### config.mk
export PLATFORM = sky130hd
export DESIGN_NAME = hsem_bank
export DESIGN_NICKNAME = d
export VERILOG_FILES = /design/src/rtl/hsem_pkg.sv /design/src/rtl/hsem_rst_sync.sv /design/src/rtl/hsem_decode.sv /design/src/rtl/hsem_cell.sv /design/src/rtl/hsem_ctrl.sv /design/src/rtl/hsem_rdport.sv /design/src/rtl/hsem_bank.sv
export SDC_FILE = /design/constraint.sdc
export NUM_CORES = 1
export LEC_CHECK = 0
export ABC_AREA = 0
export BUFFER_PORTS_ARGS = -buffer_cell sky130_fd_sc_hd__buf_2
export CAP_MARGIN = 20
export CORE_MARGIN = 10
export CORE_UTILIZATION = 45
export DETAILED_ROUTE_END_ITERATION = 7
export PLACE_DENSITY = 0.6
export RECOVER_POWER = 25
export SETUP_SLACK_MARGIN = 0.4
export SLEW_MARGIN = 10
export SYNTH_ARGS = -nofsm -noshare
export SYNTH_HDL_FRONTEND = slang
export SYNTH_SLANG_ARGS = --single-unit
### constraint.sdc
create_clock -name clk -period 8.9 [get_ports clk]
set_clock_uncertainty 0.15 [all_clocks]
set_input_delay 1.335 -clock clk [delete_from_list [all_inputs] [get_ports clk]]
set_output_delay 1.335 -clock clk [all_outputs]
set_load 0.01 [all_outputs]
### src/rtl/hsem_pkg.sv
package hsem_pkg;

  // Kind of location an address selects
  typedef enum logic [1:0] {
    K_NONE = 2'd0,
    K_CTRL = 2'd1,
    K_SEM  = 2'd2,
    K_CLR  = 2'd3
  } kind_e;

  // Fixed layout: software decodes these offsets
  localparam int unsigned CTRL_OFF = 32'h00;
  localparam int unsigned SEM_BASE = 32'h08;
  localparam int unsigned SEM_STEP = 32'h04;
  localparam int unsigned CLR_OFF  = 32'h90;

endpackage

### src/rtl/hsem_rst_sync.sv
module hsem_rst_sync (
  input  logic clk,
  input  logic rst_n,
  output logic rst_sync_n
);

  logic stage_q;
  logic out_q;

  always_ff @(posedge clk or negedge rst_n) begin
    if (!rst_n) begin
      stage_q <= 1'b0;
      out_q   <= 1'b0;
    end else begin
      stage_q <= 1'b1;
      out_q   <= stage_q;
    end
  end

  assign rst_sync_n = out_q;

endmodule

### src/rtl/hsem_decode.sv
module hsem_decode
  import hsem_pkg::*;
#(
  parameter int ADDR_W  = 8,
  parameter int NUM_SEM = 32,
  parameter int IDX_W   = 5
) (
  input  logic [ADDR_W-1:0] addr,
  output kind_e             kind,
  output logic [IDX_W-1:0]  idx
);

  always_comb begin
    kind = K_NONE;
    idx  = '0;
    if (addr == ADDR_W'(CTRL_OFF)) begin
      kind = K_CTRL;
    end else if (addr == ADDR_W'(CLR_OFF)) begin
      kind = K_CLR;
    end else begin
      for (int i = 0; i < NUM_SEM; i++) begin
        if (addr == ADDR_W'(SEM_BASE + SEM_STEP * i)) begin
          kind = K_SEM;
          idx  = IDX_W'(i);
        end
      end
    end
  end

endmodule

### src/rtl/hsem_cell.sv
module hsem_cell #(
  parameter int NUM_PORTS = 2,
  parameter int ID_W      = 4,
  parameter int IDX_W     = 5,
  parameter int MY_IDX    = 0
) (
  input  logic                            clk,
  input  logic                            rst_n,
  input  logic                            claim_en,
  input  logic [NUM_PORTS-1:0]            port_wr,
  input  logic [NUM_PORTS-1:0][IDX_W-1:0] port_idx,
  input  logic [NUM_PORTS-1:0][ID_W-1:0]  port_val,
  input  logic [NUM_PORTS-1:0][ID_W-1:0]  port_mid,
  output logic [ID_W-1:0]                 owner
);

  logic [ID_W-1:0]      owner_q;
  logic [ID_W-1:0]      owner_nxt;
  logic                 owner_en;
  logic [NUM_PORTS-1:0] hit;
  logic                 claim_seen;
  logic [ID_W-1:0]      claim_id;
  logic                 release_ok;
  logic                 any_claim;
  logic                 owner_mid_hit;

  always_comb begin
    claim_seen    = 1'b0;
    claim_id      = '0;
    release_ok    = 1'b0;
    any_claim     = 1'b0;
    owner_mid_hit = 1'b0;
    for (int p = 0; p < NUM_PORTS; p++) begin
      hit[p] = port_wr[p] && (port_idx[p] == IDX_W'(MY_IDX));
      if (hit[p] && (port_val[p] != '0)) begin
        any_claim = 1'b1;
        if (!claim_seen) begin
          claim_seen = 1'b1;
          claim_id   = port_val[p];
        end
      end
      if (hit[p] && (port_val[p] == '0) && (port_mid[p] == owner_q))
        release_ok = 1'b1;
      if (hit[p] && (port_mid[p] == owner_q))
        owner_mid_hit = 1'b1;
    end
  end

  // Next state judged against the owner held at the start of the cycle
  always_comb begin
    owner_nxt = owner_q;
    if (claim_en) begin
      if (owner_q == '0) begin
        if (claim_seen) owner_nxt = claim_id;
      end else if (release_ok) begin
        owner_nxt = '0;
      end
    end
    owner_en = (owner_nxt != owner_q);
  end

  always_ff @(posedge clk or negedge rst_n) begin
    if (!rst_n)        owner_q <= '0;
    else if (owner_en) owner_q <= owner_nxt;
  end

  assign owner = owner_q;

  // a claim on a free lock in claim mode always lands
  p_claim_lands_r3: assert property (@(posedge clk) disable iff (!rst_n)
    (claim_en && owner_q == '0 && any_claim) |=> (owner_q != '0));

  // a held lock never passes straight to another owner
  p_no_steal_r4: assert property (@(posedge clk) disable iff (!rst_n)
    (owner_q != '0) |=> (owner_q == '0 || $stable(owner_q)));

  // without a write carrying the owner's ID, a held lock stays put
  p_foreign_release_r6: assert property (@(posedge clk) disable iff (!rst_n)
    (owner_q != '0 && !owner_mid_hit) |=> $stable(owner_q));

  // with claim mode off the owner is frozen
  p_mode_freeze_r10: assert property (@(posedge clk) disable iff (!rst_n)
    (!claim_en) |=> $stable(owner_q));

endmodule

### src/rtl/hsem_ctrl.sv
module hsem_ctrl #(
  parameter int NUM_PORTS = 2,
  parameter int DATA_W    = 32
) (
  input  logic                             clk,
  input  logic                             rst_n,
  input  logic [NUM_PORTS-1:0]             port_wr,
  input  logic [NUM_PORTS-1:0][DATA_W-1:0] port_wdata,
  output logic [DATA_W-1:0]                ctrl
);

  logic [DATA_W-1:0] ctrl_q;
  logic [DATA_W-1:0] ctrl_nxt;
  logic              ctrl_en;

  // Walk from the top port down so the lowest port has the last word
  always_comb begin
    ctrl_nxt = ctrl_q;
    ctrl_en  = 1'b0;
    for (int p = NUM_PORTS - 1; p >= 0; p--) begin
      if (port_wr[p]) begin
        ctrl_nxt = port_wdata[p];
        ctrl_en  = 1'b1;
      end
    end
  end

  always_ff @(posedge clk or negedge rst_n) begin
    if (!rst_n)       ctrl_q <= '0;
    else if (ctrl_en) ctrl_q <= ctrl_nxt;
  end

  assign ctrl = ctrl_q;

  // no write, no change
  p_ctrl_hold_r9: assert property (@(posedge clk) disable iff (!rst_n)
    !(|port_wr) |=> $stable(ctrl_q));

  // port 0 always wins a control write
  p_ctrl_port0_r9: assert property (@(posedge clk) disable iff (!rst_n)
    port_wr[0] |=> (ctrl_q == $past(port_wdata[0])));

endmodule

### src/rtl/hsem_rdport.sv
module hsem_rdport
  import hsem_pkg::*;
#(
  parameter int NUM_SEM = 32,
  parameter int ID_W    = 4,
  parameter int IDX_W   = 5,
  parameter int DATA_W  = 32
) (
  input  logic                          clk,
  input  logic                          rst_n,
  input  kind_e                         kind,
  input  logic [IDX_W-1:0]              idx,
  input  logic [NUM_SEM-1:0][ID_W-1:0]  owners,
  input  logic [DATA_W-1:0]             ctrl,
  output logic [DATA_W-1:0]             rdata
);

  logic [DATA_W-1:0] rdata_q;
  logic [DATA_W-1:0] rdata_nxt;

  always_comb begin
    unique case (kind)
      K_CTRL:  rdata_nxt = ctrl;
      K_SEM:   rdata_nxt = DATA_W'(owners[idx]);
      default: rdata_nxt = '0;
    endcase
  end

  always_ff @(posedge clk or negedge rst_n) begin
    if (!rst_n) rdata_q <= '0;
    else        rdata_q <= rdata_nxt;
  end

  assign rdata = rdata_q;

  // unmapped locations read back as zero
  p_unmapped_zero_r12: assert property (@(posedge clk) disable iff (!rst_n)
    (kind == K_NONE) |=> (rdata_q == '0));

  // the clear-all word reads back as zero
  p_clear_word_zero_r11: assert property (@(posedge clk) disable iff (!rst_n)
    (kind == K_CLR) |=> (rdata_q == '0));

  // a semaphore read never sets bits above the owner field
  p_sem_upper_zero_r2: assert property (@(posedge clk) disable iff (!rst_n)
    (kind == K_SEM) |=> (rdata_q[DATA_W-1:ID_W] == '0));

endmodule

### src/rtl/hsem_bank.sv
module hsem_bank
  import hsem_pkg::*;
#(
  parameter int NUM_PORTS = 2,
  parameter int NUM_SEM   = 32,
  parameter int ID_W      = 4,
  parameter int ADDR_W    = 8,
  parameter int DATA_W    = 32
) (
  input  logic                             clk,
  input  logic                             rst_n,
  input  logic [NUM_PORTS-1:0]             bus_we,
  input  logic [NUM_PORTS-1:0][ADDR_W-1:0] bus_addr,
  input  logic [NUM_PORTS-1:0][DATA_W-1:0] bus_wdata,
  input  logic [NUM_PORTS-1:0][ID_W-1:0]   bus_mid,
  output logic [NUM_PORTS-1:0][DATA_W-1:0] bus_rdata
);

  localparam int IDX_W = (NUM_SEM > 1) ? $clog2(NUM_SEM) : 1;

  logic                            rst_sync_n;
  kind_e                           kind  [NUM_PORTS];
  logic [NUM_PORTS-1:0][IDX_W-1:0] idx;
  logic [NUM_PORTS-1:0]            sem_wr;
  logic [NUM_PORTS-1:0]            ctrl_wr;
  logic [NUM_PORTS-1:0][ID_W-1:0]  sem_val;
  logic [NUM_SEM-1:0][ID_W-1:0]    owners;
  logic [DATA_W-1:0]               ctrl;
  logic                            claim_en;

  hsem_rst_sync i_rst_sync (
    .clk        (clk),
    .rst_n      (rst_n),
    .rst_sync_n (rst_sync_n)
  );

  for (genvar p = 0; p < NUM_PORTS; p++) begin : g_port
    hsem_decode #(
      .ADDR_W  (ADDR_W),
      .NUM_SEM (NUM_SEM),
      .IDX_W   (IDX_W)
    ) i_decode (
      .addr (bus_addr[p]),
      .kind (kind[p]),
      .idx  (idx[p])
    );

    assign sem_wr[p]  = bus_we[p] && (kind[p] == K_SEM);
    assign ctrl_wr[p] = bus_we[p] && (kind[p] == K_CTRL);
    assign sem_val[p] = bus_wdata[p][ID_W-1:0];

    hsem_rdport #(
      .NUM_SEM (NUM_SEM),
      .ID_W    (ID_W),
      .IDX_W   (IDX_W),
      .DATA_W  (DATA_W)
    ) i_rdport (
      .clk    (clk),
      .rst_n  (rst_sync_n),
      .kind   (kind[p]),
      .idx    (idx[p]),
      .owners (owners),
      .ctrl   (ctrl),
      .rdata  (bus_rdata[p])
    );
  end

  hsem_ctrl #(
    .NUM_PORTS (NUM_PORTS),
    .DATA_W    (DATA_W)
  ) i_ctrl (
    .clk        (clk),
    .rst_n      (rst_sync_n),
    .port_wr    (ctrl_wr),
    .port_wdata (bus_wdata),
    .ctrl       (ctrl)
  );

  assign claim_en = ~ctrl[0];

  for (genvar s = 0; s < NUM_SEM; s++) begin : g_sem
    hsem_cell #(
      .NUM_PORTS (NUM_PORTS),
      .ID_W      (ID_W),
      .IDX_W     (IDX_W),
      .MY_IDX    (s)
    ) i_cell (
      .clk      (clk),
      .rst_n    (rst_sync_n),
      .claim_en (claim_en),
      .port_wr  (sem_wr),
      .port_idx (idx),
      .port_val (sem_val),
      .port_mid (bus_mid),
      .owner    (owners[s])
    );
  end

  // nothing is held in the cycle after reset is released
  p_free_after_reset_r1: assert property (@(posedge clk)
    $rose(rst_sync_n) |-> (owners == '0 && ctrl == '0));

  // writes that hit no location leave the whole bank untouched
  p_stray_write_r12: assert property (@(posedge clk) disable iff (!rst_sync_n)
    (sem_wr == '0 && ctrl_wr == '0) |=> ($stable(owners) && $stable(ctrl)));

endmodule

Word-level counts from Yosys, hierarchy flattened

Index checks and enable logic that the tools add are counted.

Register bits after elaboration: 226
Input port bits: 92
Output and inout bits: 64

$lt $le $gt $ge: 2
Equality and inequality tests: 228
Muxes and demuxes: 496
Reductions and logical operators: 302

Operators by type and width:

| operator                                                    | number |
|---|---|
| 2-to-1 mux 4 bit                                            | 242 |
| logical AND 1 bit                                           | 260 |
| == test 4 bit                                               | 64 |
| == test 8 x 7 -> 1 bit (second input constant)              | 32 |
| 2-to-1 mux 5 bit                                            | 36 |
| == test 5 bit (second input constant)                       | 32 |
| 2-to-1 mux 2 bit                                            | 72 |
| zero test 4 bit                                             | 34 |
| 2-to-1 mux 1 bit                                            | 132 |
| == test 8 x 6 -> 1 bit (second input constant)              | 16 |
| != test 4 bit                                               | 32 |
| one-hot mux 32 bit (2 select lines)                         | 2 |
| == test 5 x 4 -> 1 bit (second input constant)              | 16 |
| == test 8 x 5 -> 1 bit (second input constant)              | 8 |
| 2-to-1 mux 32 bit                                           | 2 |
| == test 8 bit (second input constant)                       | 6 |
| binary-select mux 4 bit (select 5 bit)                      | 2 |
| == test 5 x 3 -> 1 bit (second input constant)              | 8 |
| == test 8 x 4 -> 1 bit (second input constant)              | 4 |
| 2-to-1 mux 3 bit                                            | 8 |
| == test 5 x 2 -> 1 bit (second input constant)              | 4 |
| zero test 8 bit                                             | 2 |
| less-than comparator 5 x 6 -> 1 bit (second input constant) | 2 |
| == test 5 x 1 -> 1 bit (second input constant)              | 2 |
| 6 further kinds                                             | 10 |

Longest topological paths before layout

Gate-level depths: netlist (run 1).

Depth in word-level cells: 46
Gate-level depth with buffers: 13

Modules after synthesis

From an unflattened synthesis (run 1), not the netlist that was laid out.

Cell total of the unflattened synthesis: 2,065
Area, all modules: 19,930.4 um^2

By module, submodules not included:

| module                            | instances | cells an instance | area an instance (um^2) | sequential area each (um^2) |
|---|---|---|---|---|
| hsem_rdport                       | 2         | 184               | 2,314.7                 | 800.8 |
| hsem_cell at g_sem[10].i_cell ... | 6         | 49                | 405.4                   | 100.1 |
| hsem_cell at g_sem[21].i_cell ... | 4         | 43                | 459.2                   | 100.1 |
| hsem_ctrl                         | 1         | 139               | 1,515.2                 | 800.8 |
| hsem_cell at g_sem[1].i_cell ...  | 2         | 50                | 440.4                   | 100.1 |
| hsem_cell at g_sem[13].i_cell ... | 2         | 44                | 427.9                   | 100.1 |
| hsem_cell at g_sem[29].i_cell ... | 2         | 49                | 427.9                   | 100.1 |
| hsem_cell at g_sem[20].i_cell ... | 2         | 49                | 411.6                   | 100.1 |
| hsem_cell at g_sem[23].i_cell ... | 2         | 48                | 406.6                   | 100.1 |
| hsem_cell at g_sem[4].i_cell ...  | 2         | 49                | 402.9                   | 100.1 |
| hsem_cell at g_sem[11].i_cell ... | 2         | 43                | 381.6                   | 100.1 |
| hsem_cell at g_sem[12].i_cell     | 1         | 48                | 431.7                   | 100.1 |
| hsem_cell at g_sem[3].i_cell      | 1         | 49                | 419.2                   | 100.1 |
| hsem_cell at g_sem[16].i_cell     | 1         | 45                | 416.6                   | 100.1 |
| +8 rows                           | -         | -                 | -                       | - |

Worst setup path after synthesis (run 1)

OpenSTA, ideal clock, no wires.

Path kind: input-to-reg
From: in bus_addr[9] in the netlist's numbering
To: reg g_sem[30].i_cell.owner_q[0]
Setup time: 0.122 ns
Arrival time: 3.779 ns
Path slack: 4.848 ns
Cell stages on the path: 10
Buffers on the path: 2
Path through: or3_1 or4b_1 a22o_1 buf_6 o21a_1 buf_6 or4_4 nor3_2 o21ai_2 o2bb2ai_1

Word-level cells in the longest chain between the ends: 45

RTL lines:

| what                           | RTL line          | source |
|---|---|---|
| start: declaration             | hsem_bank.sv:13   | `input logic [NUM_PORTS-1:0][ADDR_W-1:0] bus_addr,` |
| == test 8 x 4 -> 1 bit         | hsem_decode.sv:22 | `if (addr == ADDR_W'(SEM_BASE + SEM_STEP * i)) begin` |
| 2-to-1 mux 2 bit (32 in a row) | hsem_decode.sv:22 |  |
| 2-to-1 mux 2 bit               | hsem_decode.sv:18 | `end else if (addr == ADDR_W'(CLR_OFF)) begin` |
| 2-to-1 mux 2 bit               | hsem_decode.sv:16 | `if (addr == ADDR_W'(CTRL_OFF)) begin` |
| == test 2 bit                  | hsem_bank.sv:48   | `assign sem_wr[p] = bus_we[p] && (kind[p] == K_SEM);` |
| logical AND 1 bit              | hsem_bank.sv:48   |  |
| logical AND 1 bit (*)          | hsem_cell.sv:34   | `hit[p] = port_wr[p] && (port_idx[p] == IDX_W'(MY_IDX));` |
| logical AND 1 bit (2 in a row) | hsem_cell.sv:42   | `if (hit[p] && (port_val[p] == '0) && (port_mid[p] == owner_q))` |
| 2-to-1 mux 1 bit               | hsem_cell.sv:42   |  |
| 2-to-1 mux 4 bit               | hsem_cell.sv:55   | `end else if (release_ok) begin` |
| 2-to-1 mux 4 bit (*)           | hsem_cell.sv:53   | `if (owner_q == '0) begin` |
| 2-to-1 mux 4 bit (*)           | hsem_cell.sv:52   | `if (claim_en) begin` |
| != test 4 bit                  | hsem_cell.sv:59   | `owner_en = (owner_nxt != owner_q);` |
| end signal: assignment         | hsem_cell.sv:64   | `else if (owner_en) owner_q <= owner_nxt;` |
| end: declaration               | hsem_cell.sv:17   | `logic [ID_W-1:0] owner_q;` |

Every way passes the cells marked *; elsewhere a longest branch is shown, timed or not.
A chain may end at the register's enable or synchronous reset.

==> results summary, run 1 <==
The flip-flop and latch count after synthesis came out at 226. Timing analysis after detailed placement gives a worst setup slack of 3.67 ns. The completed layout was analyzed and its total power is 0.00278 W. The combinational family with the most area after synthesis is simple AND/OR/NAND/NOR gates. The power spent charging and discharging nets is 0.000887 W. The wire-length estimate of the detail-placed layout is 47.7 mm. Max-cap violations in this run came to 3. The number of buffers and inverters on the critical path is 1. The share of cells above drive strength 1 is 14.0%. By count the netlist is led by 245 x nand2_1, 226 x dfrtp_1, 201 x xor2_1. For this design, the sink count on the clock tree is 226. The number of global-route vias before repair came out at 16719. The overall die area came out at 0.0467 mm2. The number of buffers added to fix hold violations after cts came out at 0.

Setup repair after global routing left no endpoint under its margin. In the final layout, the multi-input gates occupy 0.0108 mm2. Traced cell by cell, the critical path runs through clkbuf_1. The arrival time of data at the critical path endpoint is 5.02 ns.

After Yosys synthesis, XOR and XNOR cells account for 13.3% of the synthesized area. The number of nets produced by synthesis came out at 2173. The switching share of power came out at 31.9%. Headroom to the max-slew limit came out at -170%. The number of cells traversed by the worst hold path came out at 0. The post-route minimum period is 5.43 ns.

The number of warning messages in the yosys log came out at 0. The post-route antenna net violation count came out at 0. The total cell area at the placement stage is 0.0183 mm2.

The fraction of the mapped netlist area in compound gates came out at 21.8%. The maximum number of pins on one net before global-route repair is 78. The net total in the final layout is 2190. The number of cells traversed by the worst register-to-register path is 1. The number of CTS-inserted buffers is 27. The mux share of post-synthesis cell area is 4.94%.

The number of rows in the core area came out at 71. The via count of the routed design is 17705. The detailed-routing iteration count for the pre-antenna-repair pass is 8. The horizontal extent of the die is 216 um.

The power share of the clock group is 39.2%. The critical path is of the flip-flop to async pin type. The first global-routing pass estimated 108 mm of wire.

Among all cell types in the netlist, the one instantiated most often is nand2_1. Gates resized during post-CTS repair numbered 0. The period utilization came out at 61.0%. The library cell occupying the most area in the post-synthesis netlist is dfrtp_1. Of all flip-flops after synthesis, the portion carrying an async set or reset was 100%. The buffer depth of the longest clock path is 3.

The internal power of the cells totals 0.00189 W. The worst vdd rail ir drop came out at 0.156 mV. The synthesized area per cell is 8.32 um2.

The leakage power total is 8.59 nW. TritonCTS built the clock tree. Summed over all layers, the routed wires come to 72.9 mm. The placer congestion estimate is 1.01.

The initial antenna violation count is 2. Counting the fill cells in the layout gives 3601. The max-slew violation total from the final report is 178. Ranked by total cell area, the synthesized netlist is headed by dfrtp_1 33%, xor2_1 10%, nand2_1 5.3%. Of the synthesized area, sequential elements account for 32.7%. The setup total negative slack came out at 0 ns. STA puts the critical path data required time at 8.49 ns.

The final reports fail on capacitance limit, slew limit. The effective utilization at floorplan came out at 45.7%. During placement, the flow inserted port buffers numbering 155. Across all setup checks in the final design, the least slack found is 3.47 ns. The post-CTS repair timing setup buffer count came out at 0.

Among cell families on the critical path, the largest total delay comes from buffers and inverters. Sequential cells burn 41.7% of the power. Counting flops with a built-in enable in the synthesized netlist gives 0. The core box area came out at 0.0378 mm2. At the pin with the least slew margin, the transition time is 4.05 ns. The overall die height came out at 216 um. The synthesized area is 0.0173 mm2.

The total DRC errors in the routed layout is 0. The DRC marker count from the first detailed-route iteration came out at 2508. After detailed routing, the number of vias per cell comes to 6.73. For this design the top-level I/O count stands at 156.

The post-detailed-route wirelength per cell came out at 27.7 um. The simple-gate area share of the yosys netlist is 22.0%. The clock transition at the registers of the reported paths is 0.06 ns. The adder-cell share of the synthesized area came out at 0%. The synthesized netlist contains 79 unique library cells. The register area came out at 0.00566 mm2. The worst setup path is launched from a flip-flop. Compared with the post-synthesis result, the final layout area differs by 10.7%. For this run, the leading register cell type out of synthesis is dfrtp_1. The type of the tightest min-delay check is flip-flop to flip-flop. The flow ran to the end, but the final reports show violations. The final count of hold timing violations came out at 0. The fmax is 0.184 GHz.

CTS built an H-tree with a depth of 1. The buffer type at the clock tree root is clkbuf_16. The slowest stage of the critical path belongs to the cell clkbuf_1. Global routing finished with a remaining overflow of 0. The worst setup path is captured at an async pin. The cell area after layout is 0.0192 mm2. The cell count after synthesis came out at 2081. The maximum fanout along the worst path is 77.

At the later pin of the worst-skew pair, clock insertion delay measures 0.58 ns. The maximum single-stage delay on the critical path is 2.92 ns. The combinational power share is 19.1%. The power density over the cells is 145 mW/mm2. The number of logic stages on the critical path including buffering is 1. The area share of the leading cell type in the synthesized netlist is 32.7%. The total of endpoints with negative setup slack in the final report is 0.

The overall fraction of global-route tracks in use came out at 29.5%.
==> through the flow <==
| stage | instances | hold slack [ns] | util, % |
|---|---|---|---|
| 3_3_place_gp | 2579 | 0.183 | 48.3 |
| 2_1_floorplan | 2081 | 0.181 | - |
| 3_5_place_dp | 2579 | 0.187 | 48.3 |
| 6_report | 2629 | 0.201 | 50.6 |
| 4_1_cts | 2627 | 0.181 | 50.6 |
| 5_1_grt | 2628 | 0.226 | 50.6 |
==> metal layers <==
metal	part of all wire, %	up-vias	global-route usage (%)	wire length [um]
met2	42	1267	44.0	30800
li1	-	7602	-	-
met5	0.018	-	0	13
met4	5.7	2	14.3	4170
met1	39	8540	39.3	28600
met3	13	294	7.24	9230
==> flip-flops by register name (all words and copies together) (netlist names) <==
name,cells
i_rst_sync.stage_q,1
g_port.i_rdport.rdata,64
i_rst_sync.rst_sync_n,1
i_ctrl.ctrl,32
g_sem.i_cell.owner,128
==> worst paths after layout <==
path / startpoint / endpoint / slack (ns)
worst max-delay path: i_rst_sync.rst_sync_n / g_port[0].i_rdport.rdata[10] / 3.47
worst min-delay path: i_rst_sync.stage_q / i_rst_sync.rst_sync_n / 0.20
worst max register to register: i_rst_sync.rst_sync_n / g_port[0].i_rdport.rdata[10] / 3.47
worst min register to register: i_rst_sync.stage_q / i_rst_sync.rst_sync_n / 0.20
max in group clk: bus_addr[13] / g_sem[1].i_cell.owner[0] / 3.93
min in group asynchronous: rst_n / i_rst_sync.stage_q / 0.39
==> cell type report <==
class	instances	share of cell area, %
multi-input combinational	1619	56.3
antenna	1	0.0131
timing repair buffer	202	5.91
sequential	226	29.5
tap	511	3.34
clock buffer	38	3.95
inverter	22	0.431
clock inverter	10	0.529
==> cell usage in the layout, fill, tap and decap left out, types with 21 or more instances in the layout <==
cell,n
clkbuf_16,27
buf_2,154
and3_1,21
and2_1,66
a21oi_1,87
inv_1,22
nor4_1,85
xnor2_1,61
nor2_1,119
a211oi_1,25
nor3_1,30
xor2_1,201
o21ai_0,61
nand4_1,29
buf_4,44
dfrtp_1,225
a22o_1,99
nand3_1,88
nand2_1,242
a22oi_1,47
o2bb2ai_1,21
o211ai_1,24
mux2i_1,64
==> cells by family (layout without fill, tap and decap cells) <==
family          count (synthesis)  in the layout
compound gates                519            519
xor+xnor                      262            262
buf+inv                       236            272
flops                         226            226
mux                            77             77
other cells                     1              2
simple gates                  760            760
==> power by group through the flow <==
stage                     Sequential, W  Clock (W)  Combinational (W)
after floorplan                 0.00113          0           0.000378
after global placement          0.00117          0           0.000502
after detailed placement        0.00117          0           0.000512
after CTS                       0.00116    0.00111           0.000515
after global routing            0.00116    0.00115           0.000565
final                           0.00116    0.00109           0.000532
Note: power is estimated with default switching activity, not from simulation.
==> run 2: changes to the inputs <==
ABC_AREA = 1   (was 0)
PLACE_DENSITY = 0.62   (was 0.6)
clock period = 4.5 ns   (was 8.9 ns; I/O delays follow)
==> run 2 against run 1 <==
- the run ends with DRC, capacitance limit, slew limit left
- combinational power grew to 4.3 times the previous value
- count of clock-buffer cells in the layout shrank 1
- sequential power is 140% higher
- sequential cell count unchanged
- global-route usage up 4.6 points
- design area increased by 9.4%
- die area up 6.6%
- synthesized area grew 7.3%
- critical endpoint is now g_sem[0].i_cell.owner[1]
==> results summary, run 2 <==
The total congestion overflow after global routing came out at 0. The sequential share of the synthesized area came out at 30.5%. The overall die height is 223 um. The number of global-route vias before repair came out at 20859.

The layout-stage area growth over the synthesis result is 12.9%. The max-slew violation total from the final report is 51. Counting flops and latches in the post-synthesis netlist gives 226.

The wire length of the first global-routing pass came out at 131 mm. The clock transition at the registers of the reported paths is 0.06 ns. Setup repair after global routing left no endpoint under its margin.

The post-route antenna net violation count is 0. The flow ran to the end, but the final reports show violations. In the final routed layout, each cell accounts on average for 25.9 um. The overall die area is 0.0498 mm2.

The buffer type at the clock tree root is clkbuf_16. The sum of net half-perimeters after detailed placement came out at 62.5 mm. The share of cells above drive strength 1 is 14.6%. The worst vdd rail ir drop came out at 0.359 mV. The final non-filler cell total came out at 3443. The maximum fanout along the worst path is 18. The initial utilization of the core area, before any placement, comes to 45.5%. The arrival time of data at the critical path endpoint came out at 3.68 ns. For this design, the slowest cell found on the critical path is inv_2. Max-cap violations in this run came to 1. The leakage power total is 9.75 nW. In the post-synthesis netlist, the cell with the most instances is nand2_1. The critical path is of the primary input to flip-flop type.

The final count of hold timing violations is 0. The fraction of synthesis flops using an asynchronous set or reset pin is 100%. In this run the tightest slew margin relative to its limit is -31.7%. The placer congestion estimate came out at 1.08. In this run the cell area of the synthesized design comes to 0.0186 mm2. The CTS sink count is 226.

The flip-flop count of the largest register, all copies and words added is 128. The initial antenna violation count was 2. The buffer depth of the longest clock path came out at 3. The overall fraction of global-route tracks in use is 34.2%. The checks that failed: DRC, capacitance limit, slew limit.

The predominant post-synthesis flop cell is dfrtp_1. In this run, the number of DRC markers left after iteration 0 of detailed routing was 3180. The most frequent cell on the critical path is nand2_1. The power density over the cells came out at 360 mW/mm2. The worst setup path is launched from a primary input. In this design, the largest share of critical-path delay is due to simple AND/OR/NAND/NOR gates. Counting every instance in the synthesized netlist gives 2803. The count of pins on the block boundary is 156. The filler cells instantiated in the layout total 4104. Setup violations remaining at the end of the flow were counted as 0. Of all cell types, the one taking the most synthesized area is dfrtp_1. The count of input and output buffers came out at 155. The later-pin clock latency in the skew report came out at 0.60 ns. Leaving out fill and tap cells, the most frequent cell in the layout is nand2_1. The net total in the final layout came out at 2979.

The critical path goes through buf_2 > inv_1 > nand2_1 > nor2_1 > inv_1 > o22ai_1 > nor2_1 > nand3_1 > o21ai_4 > inv_2 > nand2_2 > inv_2 > nand4_1 > nand2_1 > nand3_1 > nand2_1 > nand2_1 > nand2_1 > a21oi_1. Timing would allow up to 0.295 GHz. The number of buffers and inverters on the critical path came out at 5. Row generation in the floorplan step produced 74 rows. The horizontal extent of the die is 223 um.

The period utilization is 75.3%. The maximum single-stage delay on the critical path is 0.38 ns. Entering global routing, the biggest net connects 93 pins. The number of nets produced by synthesis is 2895. Yosys mapped a number of flops with a built-in enable equal to 0. The register area is 0.00566 mm2.

The via count of the routed design came out at 21990. The post-placement cell count came out at 3387. The core box area came out at 0.0408 mm2.

After synthesis, the cell types taking the most area are dfrtp_1 30%, nand2_1 13%, o21ai_0 6.1%. The number of CTS-inserted buffers is 28. The slew at the pin closest to its max-slew limit is 1.97 ns.

In the layout the commonest cells are 656 x nand2_1, 258 x inv_1, 227 x o21ai_0. The type of destination of the critical path is a flip-flop. For this block, the routed nets add up to 89.2 mm of wire. The total power after layout came out at 0.00753 W. The via-per-instance ratio is 6.39.

The detailed-routing iteration count for the pre-antenna-repair pass is 8. The post-route minimum period came out at 3.39 ns. The synthesized area per cell came out at 6.62 um2.

The number of H-tree levels came out at 1. TritonCTS built the clock tree. The number of warning messages in the yosys log is 0.

The count of different cell masters after synthesis is 59. For the worst setup path, the data required time is 4.79 ns. In the synthesized netlist, the cells that appear most often are 656 x nand2_1, 259 x inv_1, 227 x o21ai_0. The tightest min-delay check is of the primary input to flip-flop type. The setup total negative slack came out at 0 ns. The total area of multi-input combinational cells is 0.0110 mm2. The total DRC errors in the routed layout is 9. In this run the biggest area consumer among cell types represents 30.5% of the synthesized area.
-- run 2: where the power goes --
group	internal [W]	total, W	switching, W
logic	0.000731	0.00228	0.00155
clock network	0.00144	0.00246	0.00102
registers	0.00230	0.00279	0.000487
total	0.00447	0.00753	0.00306
-- run 2: area by class of cell --
class                           instances  share of cell area [%]
Antenna cell                            3                  0.0358
Clock buffer                           37                    3.84
Clock inverter                         14                   0.932
Inverter                              337                    6.06
Multi-Input combinational cell       2074                    52.4
Sequential cell                       226                    27.0
Tap cell                              532                    3.18
Timing Repair Buffer                  220                    6.59
-- run 2: final timing paths --
| kind | start | endpoint | cells past startpoint | slack (ns) |
|---|---|---|---|---|
| worst min-delay path | bus_wdata[16] | i_ctrl.ctrl[16] | 3 | 0.20 |
| worst max-delay path | bus_addr[9] | g_sem[0].i_cell.owner[1] | 19 | 1.11 |
| worst min register to register | i_rst_sync.stage_q | i_rst_sync.rst_sync_n | 0 | 0.21 |
| min in group asynchronous | rst_n | i_rst_sync.stage_q | 2 | 0.25 |
| max in group asynchronous | i_rst_sync.rst_sync_n | g_sem[21].i_cell.owner[2] | 1 | 1.12 |
| worst max register to register | i_rst_sync.rst_sync_n | g_sem[21].i_cell.owner[2] | 1 | 1.12 |
-- run 2: cells by family after synthesis --
kind of cell           share of synthesized area, %
AND/OR/NAND/NOR                                31.9
AO/OA/AOI/OAI                                  20.8
buffers and inverters                          10.5
flip-flops                                     30.5
XOR/XNOR                                       6.32
other                                        0.0202
-- run 2: metrics by stage --
stage	setup slack (ns)	hold slack (ns)	utilization, %	area (um2)
floorplan	0.635	0.181	-	18600
global placement	0.606	0.187	48.7	19900
detailed placement	0.598	0.195	48.8	19900
CTS	1.22	0.175	51.3	20900
global route	0.543	0.201	51.3	20900
finish	1.11	0.196	51.3	20900
-- run 2: metal layers --
| metal | track usage [%] | wire (um) |
|---|---|---|
| met3 | 10.6 | 11800 |
| met2 | 50.5 | 37400 |
| met1 | 42.3 | 33200 |
| met4 | 21.9 | 6830 |
| met5 | 0 | 24 |
-- run 2: timing repair --
action / 4_1_cts / 5_1_grt
gates resized for setup: 0 / 0
hold endpoints to repair: 2 / 0
hold buffers: 1 / 0
buffers inserted: 0 / 0
